### src/rtl/bpar_pkg.sv
// Shared constants, sequencer states and the parity function for the
// byte-lane parity guard. Assumes 8-bit lanes and a 16-bit status view.
package bpar_pkg;
    localparam int LANE_W   = 8;
    localparam int STAT_W   = 16;
    localparam int STAT_LSB = 8;

    typedef enum logic [1:0] {
        ST_IDLE     = 2'd0,
        ST_RD_DATA  = 2'd1,
        ST_MRG_DATA = 2'd2,
        ST_WRBACK   = 2'd3
    } seq_state_e;

    // Parity bit for one lane: XOR of the byte, inverted for odd polarity.
    function automatic logic lane_parity(input logic [LANE_W-1:0] b, input logic odd);
        return (^b) ^ odd;
    endfunction
endpackage

### src/rtl/bpar_gen.sv
// Parity generator: one parity bit per lane of a data word.
// Assumes the polarity input is stable while the result is used.
module bpar_gen
    import bpar_pkg::*;
#(
    parameter int LANES = 4
) (
    input  logic [LANES*LANE_W-1:0] data,
    input  logic                    odd,
    output logic [LANES-1:0]        par
);
    for (genvar g = 0; g < LANES; g++) begin : g_lane
        // Per-lane parity bit.
        assign par[g] = lane_parity(data[g*LANE_W +: LANE_W], odd);
    end
endmodule

### src/rtl/bpar_check.sv
// Parity checker: recomputes lane parity on returned data and flags
// lanes whose stored bit disagrees, limited to the lanes in the mask.
module bpar_check
    import bpar_pkg::*;
#(
    parameter int LANES = 4
) (
    input  logic [LANES*LANE_W-1:0] data,
    input  logic [LANES-1:0]        par_in,
    input  logic                    odd,
    input  logic [LANES-1:0]        mask,
    output logic [LANES-1:0]        err_vec
);
    logic [LANES-1:0] par_exp;

    bpar_gen #(.LANES(LANES)) u_regen (
        .data (data),
        .odd  (odd),
        .par  (par_exp)
    );

    // Mismatch per lane, dropped for lanes not being checked.
    assign err_vec = (par_exp ^ par_in) & mask;
endmodule

### src/rtl/bpar_status.sv
// Sticky per-lane error record with write-one-to-clear and a one-cycle
// error pulse. Assumes checks never occur in two consecutive cycles.
module bpar_status #(
    parameter int LANES = 4
) (
    input  logic             clk,
    input  logic             rst_n,
    input  logic             chk_valid,
    input  logic [LANES-1:0] err_vec,
    input  logic [LANES-1:0] clr_bits,
    output logic [LANES-1:0] sticky_q,
    output logic             err_pulse
);
    // Clear requested bits, then OR in new errors so a set wins.
    always_ff @(posedge clk) begin
        if (!rst_n) begin
            sticky_q  <= '0;
            err_pulse <= 1'b0;
        end else begin
            sticky_q  <= (sticky_q & ~clr_bits) | (chk_valid ? err_vec : '0);
            err_pulse <= chk_valid && (err_vec != '0);
        end
    end

    // a pulse is always accompanied by a recorded lane.
    p_pulse_has_status_r9: assert property (@(posedge clk) disable iff (!rst_n)
        err_pulse |-> (sticky_q != '0));

    // the pulse lasts exactly one cycle.
    p_pulse_one_cycle_r9: assert property (@(posedge clk) disable iff (!rst_n)
        err_pulse |=> !err_pulse);

    // a set bit not being cleared keeps the record non-empty.
    p_hold_no_clear_r8: assert property (@(posedge clk) disable iff (!rst_n)
        ((sticky_q & ~clr_bits) != '0) |=> (sticky_q != '0));
endmodule

### src/rtl/bpar_seq.sv
// Access sequencer: turns requests into memory accesses. Single accesses
// for reads, lane-mode writes and full writes; read, merge and
// write-back for partial writes in shared-parity mode. Assumes memory
// returns read data one cycle after the access.
module bpar_seq
    import bpar_pkg::*;
#(
    parameter int LANES  = 4,
    parameter int ADDR_W = 16
) (
    input  logic                    clk,
    input  logic                    rst_n,
    input  logic                    cfg_rmw,
    input  logic                    req_valid,
    output logic                    req_ready,
    input  logic                    req_write,
    input  logic [ADDR_W-1:0]       req_addr,
    input  logic [LANES-1:0]        req_be,
    input  logic [LANES*LANE_W-1:0] req_wdata,
    output logic                    rsp_valid,
    output logic [LANES*LANE_W-1:0] rsp_rdata,
    output logic                    mem_en,
    output logic                    mem_we,
    output logic [ADDR_W-1:0]       mem_addr,
    output logic [LANES:0]          mem_be,
    output logic [LANES*LANE_W-1:0] wr_data,
    input  logic [LANES*LANE_W-1:0] mem_rdata,
    output logic                    chk_valid,
    output logic [LANES-1:0]        chk_mask
);
    localparam int               DATA_W    = LANES * LANE_W;
    localparam logic [LANES-1:0] ALL_LANES = '1;
    localparam logic [LANES:0]   ALL_BE    = '1;

    seq_state_e        state_q, state_d;
    logic [LANES-1:0]  be_q;
    logic [ADDR_W-1:0] addr_q;
    logic [DATA_W-1:0] wdata_q;
    logic [DATA_W-1:0] merged;
    logic              accept;
    logic              full_be;
    logic              single_wr;

    assign accept    = (state_q == ST_IDLE) && req_valid;
    assign full_be   = (req_be == ALL_LANES);
    assign single_wr = req_write && (!cfg_rmw || full_be);
    assign req_ready = (state_q == ST_IDLE);

    for (genvar g = 0; g < LANES; g++) begin : g_merge
        // Enabled lanes take new data, the rest keep the read data.
        assign merged[g*LANE_W +: LANE_W] = be_q[g] ? wdata_q[g*LANE_W +: LANE_W]
                                                    : mem_rdata[g*LANE_W +: LANE_W];
    end

    // Next-state selection for the access sequence.
    always_comb begin
        state_d = state_q;
        case (state_q)
            ST_IDLE: begin
                if (req_valid) begin
                    if (single_wr)      state_d = ST_IDLE;
                    else if (req_write) state_d = ST_MRG_DATA;
                    else                state_d = ST_RD_DATA;
                end
            end
            ST_RD_DATA:  state_d = ST_IDLE;
            ST_MRG_DATA: state_d = ST_WRBACK;
            ST_WRBACK:   state_d = ST_IDLE;
            default:     state_d = ST_IDLE;
        endcase
    end

    // Memory command and check window for the current state.
    always_comb begin
        mem_en    = 1'b0;
        mem_we    = 1'b0;
        mem_addr  = addr_q;
        mem_be    = '0;
        wr_data   = '0;
        chk_valid = 1'b0;
        chk_mask  = '0;
        case (state_q)
            ST_IDLE: begin
                if (req_valid) begin
                    mem_en   = 1'b1;
                    mem_addr = req_addr;
                    if (single_wr) begin
                        mem_we  = 1'b1;
                        mem_be  = {cfg_rmw, req_be};
                        wr_data = req_wdata;
                    end else if (req_write) begin
                        mem_be = ALL_BE;
                    end else begin
                        mem_be = {cfg_rmw, req_be};
                    end
                end
            end
            ST_RD_DATA: begin
                chk_valid = 1'b1;
                chk_mask  = be_q;
            end
            ST_MRG_DATA: begin
                chk_valid = 1'b1;
                chk_mask  = ALL_LANES;
            end
            ST_WRBACK: begin
                mem_en  = 1'b1;
                mem_we  = 1'b1;
                mem_be  = ALL_BE;
                wr_data = wdata_q;
            end
            default: ;
        endcase
    end

    // State register.
    always_ff @(posedge clk) begin
        if (!rst_n) state_q <= ST_IDLE;
        else        state_q <= state_d;
    end

    // Request capture on acceptance; merged word captured in the read phase.
    always_ff @(posedge clk) begin
        if (!rst_n) begin
            be_q    <= '0;
            addr_q  <= '0;
            wdata_q <= '0;
        end else if (accept) begin
            be_q    <= req_be;
            addr_q  <= req_addr;
            wdata_q <= req_wdata;
        end else if (state_q == ST_MRG_DATA) begin
            wdata_q <= merged;
        end
    end

    // Completion pulse and read data return.
    always_ff @(posedge clk) begin
        if (!rst_n) begin
            rsp_valid <= 1'b0;
            rsp_rdata <= '0;
        end else begin
            rsp_valid <= (accept && single_wr) || (state_q == ST_RD_DATA)
                         || (state_q == ST_WRBACK);
            rsp_rdata <= (state_q == ST_RD_DATA) ? mem_rdata : '0;
        end
    end

    // a full write in either mode needs no second cycle.
    p_full_write_single_r3: assert property (@(posedge clk) disable iff (!rst_n)
        (state_q == ST_IDLE && req_valid && req_write && full_be) |=> (state_q == ST_IDLE));

    // the merge cycle is always followed by a full-width write-back.
    p_merge_then_wrback_r4: assert property (@(posedge clk) disable iff (!rst_n)
        (state_q == ST_MRG_DATA) |=> (mem_en && mem_we && mem_be == ALL_BE));

    // completion is only reported once the block is idle again.
    p_rsp_when_idle_r12: assert property (@(posedge clk) disable iff (!rst_n)
        rsp_valid |-> req_ready);
endmodule

### src/rtl/bytelane_parity_unit.sv
// Top of the byte-lane parity guard: sequencer, write parity generator,
// read checker and sticky status. Assumes a memory with one-cycle
// read latency and a 16-bit status view with the lane field at bit 8.
module bytelane_parity_unit
    import bpar_pkg::*;
#(
    parameter int LANES  = 4,
    parameter int ADDR_W = 16
) (
    input  logic                    clk,
    input  logic                    rst_n,
    input  logic                    cfg_rmw_mode,
    input  logic                    cfg_odd_par,
    input  logic                    req_valid,
    output logic                    req_ready,
    input  logic                    req_write,
    input  logic [ADDR_W-1:0]       req_addr,
    input  logic [LANES-1:0]        req_be,
    input  logic [LANES*LANE_W-1:0] req_wdata,
    output logic                    rsp_valid,
    output logic [LANES*LANE_W-1:0] rsp_rdata,
    output logic                    mem_en,
    output logic                    mem_we,
    output logic [ADDR_W-1:0]       mem_addr,
    output logic [LANES:0]          mem_be,
    output logic [LANES*LANE_W-1:0] mem_wdata,
    output logic [LANES-1:0]        mem_wpar,
    input  logic [LANES*LANE_W-1:0] mem_rdata,
    input  logic [LANES-1:0]        mem_rpar,
    input  logic [LANES-1:0]        stat_clr,
    output logic [STAT_W-1:0]       stat_rdata,
    output logic                    par_err_pulse
);
    logic             chk_valid;
    logic [LANES-1:0] chk_mask;
    logic [LANES-1:0] err_vec;
    logic [LANES-1:0] sticky;

    bpar_seq #(.LANES(LANES), .ADDR_W(ADDR_W)) u_seq (
        .clk       (clk),
        .rst_n     (rst_n),
        .cfg_rmw   (cfg_rmw_mode),
        .req_valid (req_valid),
        .req_ready (req_ready),
        .req_write (req_write),
        .req_addr  (req_addr),
        .req_be    (req_be),
        .req_wdata (req_wdata),
        .rsp_valid (rsp_valid),
        .rsp_rdata (rsp_rdata),
        .mem_en    (mem_en),
        .mem_we    (mem_we),
        .mem_addr  (mem_addr),
        .mem_be    (mem_be),
        .wr_data   (mem_wdata),
        .mem_rdata (mem_rdata),
        .chk_valid (chk_valid),
        .chk_mask  (chk_mask)
    );

    bpar_gen #(.LANES(LANES)) u_wgen (
        .data (mem_wdata),
        .odd  (cfg_odd_par),
        .par  (mem_wpar)
    );

    bpar_check #(.LANES(LANES)) u_chk (
        .data    (mem_rdata),
        .par_in  (mem_rpar),
        .odd     (cfg_odd_par),
        .mask    (chk_mask),
        .err_vec (err_vec)
    );

    bpar_status #(.LANES(LANES)) u_stat (
        .clk       (clk),
        .rst_n     (rst_n),
        .chk_valid (chk_valid),
        .err_vec   (err_vec),
        .clr_bits  (stat_clr),
        .sticky_q  (sticky),
        .err_pulse (par_err_pulse)
    );

    // Place the lane field in the status view; all other bits read zero.
    always_comb begin
        stat_rdata = '0;
        stat_rdata[STAT_LSB +: LANES] = sticky;
    end

    // a checked read always produces a completion one cycle later.
    p_check_then_rsp_r5: assert property (@(posedge clk) disable iff (!rst_n)
        (chk_valid && !mem_en && chk_mask != '0 && !$past(req_write)) |=> rsp_valid);
endmodule

### config.mk
export PLATFORM = sky130hd
export DESIGN_NAME = bytelane_parity_unit
export DESIGN_NICKNAME = d
export VERILOG_FILES = /design/src/rtl/bpar_pkg.sv /design/src/rtl/bpar_gen.sv /design/src/rtl/bpar_check.sv /design/src/rtl/bpar_status.sv /design/src/rtl/bpar_seq.sv /design/src/rtl/bytelane_parity_unit.sv
export SDC_FILE = /design/constraint.sdc
export NUM_CORES = 1
export LEC_CHECK = 0
export BUFFER_PORTS_ARGS = -buffer_cell sky130_fd_sc_hd__buf_4
export CAP_MARGIN = 20
export CORE_UTILIZATION = 41
export CTS_CLUSTER_SIZE = 40
export DETAILED_ROUTE_END_ITERATION = 12
export HOLD_SLACK_MARGIN = 0.15
export PLACE_DENSITY_LB_ADDON = 0.1
export SYNTH_ARGS = -nofsm -noshare
export SYNTH_HDL_FRONTEND = slang
export SYNTH_SLANG_ARGS = --single-unit
export TNS_END_PERCENT = 30
### constraint.sdc
create_clock -name clk -period 4.45 [get_ports clk]
set_input_delay 0.2225 -clock clk [delete_from_list [all_inputs] [get_ports clk]]
set_output_delay 0.2225 -clock clk [all_outputs]
set_load 0.1 [all_outputs]
==> summary.txt, run 1 <==
STA
  • Final setup viols: 0
  • Period utilization: 0.747
  • RSZ-0062 raised after global routing: no
  • Fin. max-slew vios: 0
  • Hold WS: 0.144 ns
  • Fmax: between 0.3 and 0.4 GHz
  • Slew @ Worst Pin: roughly 1.1 ns
  • Setup ws final: 1.13 ns
  • Setup TNS: 0 ns
  • Clock skew: between 0.004 and 0.005 ns
  • Minimum clock period: approximately 3.3 ns
  • Final Hold Fails: 0
  • Max transition margin: 0.260

Logic synthesis
  • Post-Syn Area: about 5500 um2
  • Post-Syn Instances: 674
  • Syn_area_per_cell: 8.11 um2
  • Yosys warns: 0
  • Synth top area cells: dfxtp_1 (34%), nand2_1 (9.0%), o211a_1 (6.0%)
  • Synth Register Bits: 92
  • Ys flop type: dfxtp_1
  • Yosys top cell area share: 0.337
  • Post-synth EDFFs: 0
  • Distinct cells, synth: between 40 and 50
  • Asr flop ratio synth: 0
  • Sequential area share after synthesis: 0.337
  • Yosys top cell by area: dfxtp_1

Detailed routing
  • WL met1: 7530 um
  • Met3 routed WL: slightly above 1000 um
  • Post-route DRC: 0
  • Met2 wire length: 8440 um
  • Top Metal Used: met4
  • Via Count: 5737
  • Avg WL per Cell: 16.6 um
  • Iter 0 DRT Violations: 359
  • Pre-antenna DRT Iters: 6
  • Post-route ant nets: 0
  • Vias per inst: 5.51
  • WL final: 17200 um

Floorplanning
  • Die width: 117 um
  • Initial Util: 0.426
  • Cell Rows: slightly above 40
  • Core Area: 12800 um2
  • Die Ht: ~120 um
  • Die area: 13800 um2
  • Io pins: 208

Clocking
  • Clock Latency Late Sink: 0.35 ns
  • Reg clk slew, reported paths: ~0.060 ns
  • Clock Sinks: 92
  • Number of gates resized after CTS: 0
  • CTS tree: built
  • CTS root buf: clkbuf_16
  • Post-CTS setup buffer count: 0
  • Cts bufs inserted: 9
  • Deepest clock path buffer count: 2
  • Depth of the CTS H-tree: 3
  • Hold Buf Count CTS: 33

Placed design
  • Routability cong.: 0.837
  • Post-detail-place hpwl: 11700 um
  • Placed Area: around 6900 um2
  • Place WS: between 1 and 1.5 ns
  • Buffers on Ports: 195
  • Inst Count DP: 989

Pwr
  • PwrDens: 469 nW/um2
  • Worst vdd ir: ~0.22 mV
  • LEAKAGE: 3.74 nW
  • Pwr Total: 3.56 mW

Global routing
  • Vias in the first global route: 5585
  • First-pass GRT wire length: 27600 um
  • Antenna violations before repair: 0
  • Gr ovfl total: 0
  • Overall routing resource usage: 0.246
  • Pin count of the biggest net entering global routing: 93

Outcome
  • Run status: finished, final reports clean

Final layout
  • Post-Layout Cell Count: between 1000 and 1500
  • Share of layout cells above drive strength 1: 0.265
  • Post-layout util: 0.592
  • Inserted Diodes: 0
  • Design area: 7590 um2
  • Total Nets Final: 967
  • Area delta synth->final: 38.8%

Worst hold path
  • Hold Path Class: primary input to register

Setup path
  • Critical Path AT: 3.10 ns
  • Startpoint Class: register
  • Slowest stage cell, crit path: a21oi_4
  • Cell breakdown of the critical path: inv_1 > ha_2 > nand3_4 > a21oi_4 > buf_4 > o21ai_0 > a21oi_1 > xnor3_1 > buf_4
  • CP most frequent cell: buf_4
  • Max incr delay on CP: 0.51 ns
  • CP required: 4.23 ns
  • Critical Path Fanout Max: 20
  • Critical Path End Type: primary output
  • Critical path type: register to primary output

Run
  • MaxCap Viol Count: 0
-- cell families (layout without fill, tap and decap cells) --
family / count (synthesis) / in the layout / synth area share
AND/OR/NAND/NOR: 272 / 272 / 0.226
multiplexers: 1 / 1 / 0.00183
AO/OA/AOI/OAI: 190 / 190 / 0.273
other: 1 / 12 / 0.000686
flip-flops: 92 / 92 / 0.337
adder cells (fa/ha/maj): 4 / 4 / 0.00916
XOR/XNOR: 44 / 44 / 0.0906
buffers and inverters: 70 / 254 / 0.0611
-- cells in the mapped netlist, drive strengths merged, types with 2 or more instances --
master and number:
dfxtp 92, ha 4, a31oi 16, a41oi 2, o221a 4, nand2 131, inv 3, a21o 9
nand3 37, a32oi 8, o21a 13, a22oi 40, a21boi 8, and2 17, o21ai 16, o221ai 8
xnor2 32, a211oi 12, buf 24, a21oi 11, nand2b 4, xnor3 8, nor2 47, a22o 8
o211a 33, xor2 4, clkbuf 43, and3 32, nand4 2
-- cells in the final DEF, fill, tap and decap left out, drive strengths merged, types with 8 or more instances in the layout --
cell         Yosys  final
xnor2           32     32
nor2            47     47
and2            17     17
dlygate4sd3      0     33
o211a           33     33
a21oi           11     11
a22o             8      8
a211oi          12     12
and3            32     32
a21o             9      9
a22oi           40     40
o221ai           8      8
buf             24    203
nand2          131    131
a32oi            8      8
conb             1     12
xnor3            8      8
o21a            13     13
clkbuf          43     13
dfxtp           92     92
a31oi           16     16
nand3           37     37
a21boi           8      8
o21ai           16     16
-- worst max-delay path: cells and delay by family (launching register included) --
kind	cells	cell delay (ns)
AOI/OAI and AO/OA	3	0.83
and+or+nand+nor	1	0.22
adders and majority gates	1	0.30
xor gates and xnor gates	1	0.37
DFF	1	0.33
buffers and inverters	3	0.69
-- layout make-up --
cell class | instances | area [um2]
Clock buffer | 13 | 260
Clock inverter | 2 | 10.0
Fill cell | 1176 | 5240
Inverter | 3 | 11.3
Multi-Input combinational cell | 523 | 3340
Sequential cell | 92 | 1840
Tap cell | 172 | 215
Timing Repair Buffer | 236 | 1910
-- report_power, final --
group | switching (mW) | internal, mW
registers | 0.108 | 0.934
logic | 1.29 | 0.513
clock network | 0.313 | 0.405
total | 1.71 | 1.85
-- registers in the layout, indices dropped and copies added (netlist names) --
signal,count
u_seq.state_q,2
u_stat.err_pulse,1
u_seq.wdata_q,32
u_seq.be_q,4
u_stat.sticky_q,4
u_seq.rsp_rdata,32
u_seq.rsp_valid,1
u_seq.addr_q,16
-- metal layers --
metal,track usage,vias to the layer above
li1,-,2774
met1,0.310,2708
met2,0.417,233
met3,0.0407,22
met4,0.0994,0
met5,0,-
-- path summary, 6_finish.rpt --
| check | from | endpoint | slack, ns | depth (start not counted) |
|---|---|---|---|---|
| max | u_seq.state_q[1] | mem_wpar[2] | 1.13 | 9 |
| min reg2reg | u_stat.sticky_q[1] | u_stat.sticky_q[1] | 0.48 | 2 |
| max reg2reg | u_seq.state_q[1] | u_seq.wdata_q[12] | 2.03 | 7 |
| min | mem_rdata[11] | u_seq.rsp_rdata[11] | 0.14 | 2 |
Note: power is estimated with default switching activity, not from simulation.
==> run 2, diff against run 1 <==
- ABC_AREA: not set -> 1
- clock period: 4.45 -> 3.1 ns (I/O delays scaled with it)
==> summary.txt, run 2 <==
STA
  • Final setup viols: 0
  • Setup TNS: 0 ns
  • Slew @ Worst Pin: approximately 0.9 ns
  • Clock skew: 0.00677 ns
  • Hold WS: 0.172 ns
  • Minimum clock period: 2.86 ns
  • Fmax: 0.349 GHz
  • Setup ws final: roughly 0.24 ns
  • Fin. max-slew vios: 0
  • Period utilization: 0.923
  • Max transition margin: 0.401
  • RSZ-0062 raised after global routing: no
  • Final Hold Fails: 0

Logic synthesis
  • Yosys top cell area share: 0.333
  • Post-Syn Instances: approximately 860
  • Distinct cells, synth: 34
  • Post-synth EDFFs: 0
  • Yosys warns: 0
  • Most numerous cell in the Yosys netlist: nand2_1
  • Synth top area cells: dfxtp_1 (33%), nand2_1 (14%), inv_1 (10%)
  • Sequential area share after synthesis: 0.333
  • Yosys top cell by area: dfxtp_1
  • Asr flop ratio synth: 0
  • Synth Register Bits: between 90 and 100
  • Post-Syn Area: 5530 um2
  • Syn_area_per_cell: ~6.5 um2
  • Ys flop type: dfxtp_1
  • Commonest cells post-synth: nand2_1 (209), inv_1 (152), dfxtp_1 (92)

Final layout
  • Inserted Diodes: 0
  • Commonest non-fill, non-tap cell in the layout: nand2_1
  • Post-layout util: 0.618
  • Post-Layout Cell Count: 1283
  • Area delta synth->final: 47.3%
  • Design area: 8150 um2
  • Share of layout cells above drive strength 1: 0.262
  • Most frequent cells in the layout: nand2_1 (207), buf_4 (204), inv_1 (149)
  • Largest registers: u_seq.rsp_rdata x32, u_seq.wdata_q x32, u_seq.addr_q x16
  • Total Nets Final: 1204

Run
  • MaxCap Viol Count: 0

Detailed routing
  • WL final: 17600 um
  • Post-route ant nets: 0
  • Via Count: 5967
  • Post-route DRC: 0
  • Avg WL per Cell: ~14 um
  • Iter 0 DRT Violations: 276
  • Pre-antenna DRT Iters: 5
  • Vias per inst: between 4 and 5

Setup path
  • R2r worst-path depth: 5
  • Critical Path Fanout Max: 23
  • CP startpoint: u_seq.state_q[0]
  • Critical Path AT: 2.71 ns
  • CP most frequent cell: nand2_1
  • Max incr delay on CP: 0.34 ns
  • Critical Path End Type: primary output
  • Slowest stage cell, crit path: dfxtp_1
  • Cell breakdown of the critical path: inv_1 > ha_4 > nand2_4 > inv_4 > buf_4 > nand2_1 > o22ai_1 > nand2_1 > nand2_1 > nand2_1 > inv_1 > nand2_1 > nand2_1 > nand2_1 > nand2_2 > buf_4
  • Critical path type: register to primary output
  • Worst r2r src: u_seq.state_q[1]
  • Startpoint Class: register
  • CP required: 2.94 ns

Clocking
  • Clock Sinks: 92
  • CTS root buf: clkbuf_16
  • Depth of the CTS H-tree: 3
  • Deepest clock path buffer count: 2
  • Cts bufs inserted: 9
  • CTS tree: built
  • Reg clk slew, reported paths: 0.07 ns
  • Clock Latency Late Sink: 0.35 ns

Placed design
  • Routability cong.: about 0.79
  • Post-detail-place hpwl: 12400 um
  • Placed Area: between 7000 and 8000 um2
  • Place WS: around 0.46 ns
  • Inst Count DP: ~1200
  • Buffers on Ports: 195

Global routing
  • First-pass GRT wire length: 28000 um
  • Gr ovfl total: 0
  • Antenna violations before repair: 0
  • Overall routing resource usage: 0.254
  • Pin count of the biggest net entering global routing: between 70 and 80
  • Vias in the first global route: 5592

Pwr
  • Pwr Total: a little over 4 mW
  • LEAKAGE: 4.34 nW
  • Worst vdd ir: 0.443 mV
  • PwrDens: 494 nW/um2

Floorplanning
  • Io pins: around 210
  • Die Ht: approximately 120 um
  • Die width: 118 um
  • Initial Util: 0.419
  • Die area: approximately 14000 um2
  • Core Area: about 13000 um2
  • Cell Rows: 42

Worst hold path
  • Hold Path Origin: req_be[1]
  • Hold-critical path depth: 3
  • Hold Path Class: primary input to register

Outcome
  • Run status: finished, final reports clean
==> run 2: cell types whose count changed in the layout (fill, tap and decap cells not counted), sizes merged, moves of 32 or more <==
cell	delta
o21ai	+54
inv	+153
and3	-32
dlygate4sd3	+33
a22oi	-40
o211a	-33
nor2	+51
nand2	+89
==> run 2: cells by family (layout without fill, tap and decap cells) <==
family / count (synthesis) / count (layout) / synth area share
adders and majority gates: 4 / 4 / 0.00905
AOI/OAI and AO/OA: 128 / 128 / 0.135
buffers and inverters: 207 / 446 / 0.164
xor gates and xnor gates: 28 / 28 / 0.0443
other: 1 / 12 / 0.000678
and+or+nand+nor: 397 / 397 / 0.314
DFF: 92 / 92 / 0.333
==> run 2: routing by layer <==
metal	GRT usage	vias to the layer above	share of wire
li1	-	3111	-
met1	0.353	2657	0.48
met2	0.392	183	0.44
met3	0.0468	16	0.059
met4	0.0873	0	0.015
met5	0	-	0
==> run 2: cell type report <==
cell class | count | area [um2]
sequential | 92 | 1840
fill | 1246 | 5040
inverter | 156 | 599
tap | 176 | 220
multi-input combinational | 569 | 2910
timing repair buffer | 274 | 2270
clock inverter | 7 | 81.3
clock buffer | 9 | 225
==> run 2: repair_timing <==
item                                    4_1_cts  5_1_grt
hold endpoints to repair                     82        0
endpoints found under the setup margin        0        4
setup buffers                                 0        3
gates resized for setup                       0       10
hold buffers                                 66        0
==> run 2: final timing paths <==
check	slack, ns	to
max	0.24	mem_wpar[3]
min	0.17	u_seq.be_q[1]
max reg2reg	1.11	u_seq.rsp_rdata[31]
min reg2reg	0.46	u_seq.wdata_q[26]
==> run 2: report_power, final <==
part	leakage, nW	switching, mW	internal (mW)
Sequential	0.755	0.0314	1.26
Combinational	3.43	1.12	0.447
Clock	0.147	0.524	0.639
==> run 2: worst max-delay path, delay by kind of cell (launching register included) <==
| family | cells | cell delay [ns] |
|---|---|---|
| simple gates | 9 | 0.65 |
| compound gates | 1 | 0.31 |
| buf+inv | 5 | 0.88 |
| flops | 1 | 0.34 |
| fa+ha+maj | 1 | 0.20 |
